$ cat config.mk
export PLATFORM = sky130hd
export DESIGN_NAME = guarded_write_gate
export DESIGN_NICKNAME = d
export VERILOG_FILES = /design/src/rtl/guarded_write_gate.sv
export SDC_FILE = /design/constraint.sdc
export NUM_CORES = 1
export LEC_CHECK = 0
export ABC_AREA = 1
export BUFFER_PORTS_ARGS = -buffer_cell sky130_fd_sc_hd__buf_4
export CORE_ASPECT_RATIO = 1.5
export CORE_MARGIN = 2
export CORE_UTILIZATION = 35
export CTS_CLUSTER_SIZE = 40
export DETAILED_ROUTE_END_ITERATION = 6
export GPL_TIMING_DRIVEN = 1
export PLACE_DENSITY_LB_ADDON = 0.25
export SETUP_SLACK_MARGIN = 0.3
export SYNTH_ARGS = -nofsm -noshare
export SYNTH_HDL_FRONTEND = slang
export SYNTH_SLANG_ARGS = --single-unit
$ cat constraint.sdc
create_clock -name clk -period 1.52 [get_ports clk]
set_clock_uncertainty 0.2 [all_clocks]
set_input_delay 0.38 -clock clk [delete_from_list [all_inputs] [get_ports clk]]
set_output_delay 0.38 -clock clk [all_outputs]
set_load 0.1 [all_outputs]
$ cat src/rtl/guarded_write_gate.sv
module guarded_write_gate #(
  parameter int DATA_W = 8,
  parameter int ADDR_W = 20,
  parameter logic [DATA_W-1:0] STBY_RST = 8'h00,
  parameter logic [DATA_W-1:0] WDOG_RST = 8'h70,
  parameter logic [DATA_W-1:0] LOC_RST  = 8'h0F
) (
  input  logic              clk,
  input  logic              rst_n,
  input  logic              wr_stb,
  input  logic [1:0]        wr_sel,
  input  logic [DATA_W-1:0] wr_data,
  input  logic [DATA_W-1:0] wr_check,
  input  logic [ADDR_W-1:0] wr_addr,
  input  logic              err_ack,
  output logic [DATA_W-1:0] stby_q,
  output logic [DATA_W-1:0] wdog_q,
  output logic [DATA_W-1:0] loc_q,
  output logic              err_req,
  output logic              err_pend,
  output logic [ADDR_W-1:0] err_addr
);
  localparam logic [1:0] SEL_STBY = 2'd0;
  localparam logic [1:0] SEL_WDOG = 2'd1;
  localparam logic [1:0] SEL_LOC  = 2'd2;
  localparam logic [1:0] SEL_NONE = 2'd3;

  wire hit    = wr_stb && (wr_sel != SEL_NONE);
  wire pair_ok = (wr_check == ~wr_data);
  wire commit = hit && pair_ok;
  wire fault  = hit && !pair_ok;

  always_ff @(posedge clk or negedge rst_n) begin
    if (!rst_n) begin
      stby_q <= STBY_RST;
      wdog_q <= WDOG_RST;
      loc_q  <= LOC_RST;
    end else if (commit) begin
      if (wr_sel == SEL_STBY) stby_q <= wr_data;
      if (wr_sel == SEL_WDOG) wdog_q <= wr_data;
      if (wr_sel == SEL_LOC)  loc_q  <= wr_data;
    end
  end

  always_ff @(posedge clk or negedge rst_n) begin
    if (!rst_n) begin
      err_req  <= 1'b0;
      err_pend <= 1'b0;
      err_addr <= '0;
    end else begin
      err_req  <= fault;
      err_pend <= fault || (err_pend && !err_ack);
      if (fault && (!err_pend || err_ack)) err_addr <= wr_addr;
    end
  end


  wdog_commit_chk: assert property (@(posedge clk) disable iff (!rst_n)
    (wr_stb && wr_sel == SEL_WDOG && wr_check == ~wr_data) |=> wdog_q == $past(wr_data));


  stby_keep_chk: assert property (@(posedge clk) disable iff (!rst_n)
    (wr_stb && wr_sel == SEL_STBY && wr_check != ~wr_data) |=> $stable(stby_q));


  req_flags_pend_chk: assert property (@(posedge clk) disable iff (!rst_n)
    err_req |-> err_pend);


  addr_capture_chk: assert property (@(posedge clk) disable iff (!rst_n)
    $rose(err_pend) |-> err_addr == $past(wr_addr));


  ack_clears_chk: assert property (@(posedge clk) disable iff (!rst_n)
    (err_ack && !(wr_stb && wr_sel != SEL_NONE && wr_check != ~wr_data)) |=> !err_pend);


  none_quiet_chk: assert property (@(posedge clk) disable iff (!rst_n)
    (wr_stb && wr_sel == SEL_NONE) |=> (!err_req && $stable(loc_q) && $stable(stby_q) && $stable(wdog_q)));
endmodule

==> metrics.cfg <==
[routing]
wl_mm=8.40
met3WireLength_microns=411
drc=0
wl_met1_mm=2.81
first_iter_violations=184
dr.max_layer_used=met4
routedWlPerCell_microns=16.7
vias_per_cell=5.15
ant_nets=0
vias=2594
wl_met2_mm=4.79
dr.pass1.iters=4

[timing]
slew_headroom=0.797
post-route-period-util=1.11
slew_violations=0
hold_viol=14
tightest_slew_ps=304
max_freq_mhz=591
grt_setup_unrepaired=true
min_period_ps=1690
hold_slack_ps=-230
setup_viol=47
fin_ws_ps=-173

[power_and_ir_drop]
p_leak_nw=2.37
power_density_mw_per_mm2=906
ir_worst_vdd_mv=0.517

[floorplanning]
core_sq_mm=0.00613
start_util=0.362
row_count=35
die_w_microns=69.0
dieArea_sq_mm=0.00701
die_y_microns=102
ios=88

[finish]
post_layout_nonfiller_instances=504
drive_gt1_frac=0.681
fin_util=0.806
multi_input_area_sq_mm=0.00119
nets=471
insertedDiodeCount=0
area_growth_pct=123
fillCellCount=369
seqCellArea_sq_mm=0.00133

[job]
drv_cap=0

[place]
preCtsSetupSlack_ps=-214
place_congestion=0.840
place_inst=455
place_hpwl_mm=4.74
io_buffers=87

[status]
outcome=finished, violations left
violations=negative hold slack, negative setup slack

[worst_setup_path]
slowest_delay_ps=640
r2r_slack_ps=70
crit_arrival_ps=1110
end_kind=output pin
critPathBufInv=1
path_class=flip-flop to output pin
cpMaxStageDelayCell=dfstp_4
worstPathMaxFanout=2
r2r_cells=6
required_ps=940
timing.rr.start=err_pend
critPathLaunchType=flip-flop
crit_family=flip-flops
r2r_end=err_addr[10]
cp.depth=1
worstPathCellList=buf_12

[global_route]
grt_pass1_wl_mm=12.4
overflow=0
grt_pass1_vias=2624
grt_max_degree=22
grt_util_all_layers=0.226
antenna_found_initial=0

[clock_tree]
insertion_delay_ps=290
path_clk_slew_ps=90
htreeDepth=2
numCtsBuffers=5
cts_num_sinks=46
clockRootBuffer=clkbuf_8
cts_tree=done
cts_buffer_depth=2

[logic_synthesis]
synth_nets=318
ys_warn_count=0
ys_ff_latch=46
ys_types=15
syn_area_sq_mm=0.00222
syn_inst=276
yosysSeqAreaShare=0.522
avgSynthCellArea_sq_um=8.05

[hold_path]
hp-class=primary input to asynchronous set/reset pin

[layout make-up]
cell class / instances / share of cell area
clock inverters: 1 / 0.00607
clock buffers: 7 / 0.0175
multi-input cells: 196 / 0.241
repair buffers: 159 / 0.432
inverters: 21 / 0.0159
flip-flops and latches: 46 / 0.270
well taps: 74 / 0.0187
[worst max-delay path by stage]
| stage | from | endpoint | slack (ps) |
|---|---|---|---|
| after floorplan | wr_check[6] | stby_q[0] | 80 |
| after global placement | wr_data[6] | err_addr[1] | -220 |
| after detailed placement | wr_data[6] | err_addr[1] | -210 |
| after CTS | loc_q[1] | loc_q[1] | -190 |
| after global routing | loc_q[1] | loc_q[1] | -200 |
| final | wdog_q[4] | wdog_q[4] | -170 |
[flip-flops by register name, summed over array words and instances (netlist names)]
name,count
err_pend,1
stby_q,8
loc_q,8
err_addr,20
wdog_q,8
err_req,1
[cells in the mapped netlist, drive strengths merged]
cell type / instances / area [sq um]
nor2: 18 / 87.6
a21boi: 1 / 11.3
inv: 21 / 78.8
buf: 13 / 87.6
xnor2: 1 / 8.76
nand2: 128 / 483
dfstp: 7 / 184
dfrtp: 39 / 976
nand4: 47 / 294
nand3: 1 / 10.0
[logic make-up after synthesis]
kind of cell / share of synthesized area
AOI/OAI and AO/OA: 0.00507
xor gates and xnor gates: 0.00394
buffers and inverters: 0.0749
DFF: 0.522
and+or+nand+nor: 0.394
[metrics by stage]
| step | TNS, ps | total power, mW | instance area (sq um) |
|---|---|---|---|
| finish | -2290 | 4.48 | 4940 |
| global route | -3690 | 4.63 | 4940 |
| CTS | -2820 | 4.36 | 4620 |
| detailed placement | -8170 | 2.96 | 3380 |
| global placement | -8670 | 2.94 | 3380 |
| floorplan | 0 | 2.54 | 2450 |
[repair_timing]
action	4_1_cts	5_1_grt
cloned	7	1
pin swaps	34	33
resized for setup	211	49
setup buffers	14	19
setup endpoints to repair	92	92
endpoints found under the hold margin	14	14
[where the power goes]
part | internal, mW | total [mW] | switching, mW
combinational | 0.779 | 1.99 | 1.21
sequential | 1.41 | 1.55 | 0.144
clock | 0.536 | 0.935 | 0.399
total | 2.72 | 4.48 | 1.76
[cells in the final DEF, fill, tap and decap left out, drive strengths merged]
master,netlist,routed
a21boi,1,1
buf,13,158
bufinv,0,1
clkbuf,0,8
dfrtp,39,39
dfstp,7,7
inv,21,21
nand2,128,128
nand3,1,1
nand4,47,47
nor2,18,18
xnor2,1,1
[metal layers]
metal / global-route usage / up-vias
met3: 0.0398 / 30
met2: 0.453 / 118
met5: 0 / -
li1: - / 1208
met1: 0.216 / 1238
met4: 0.118 / 0
No activity file was read; power rests on OpenSTA's default activity.
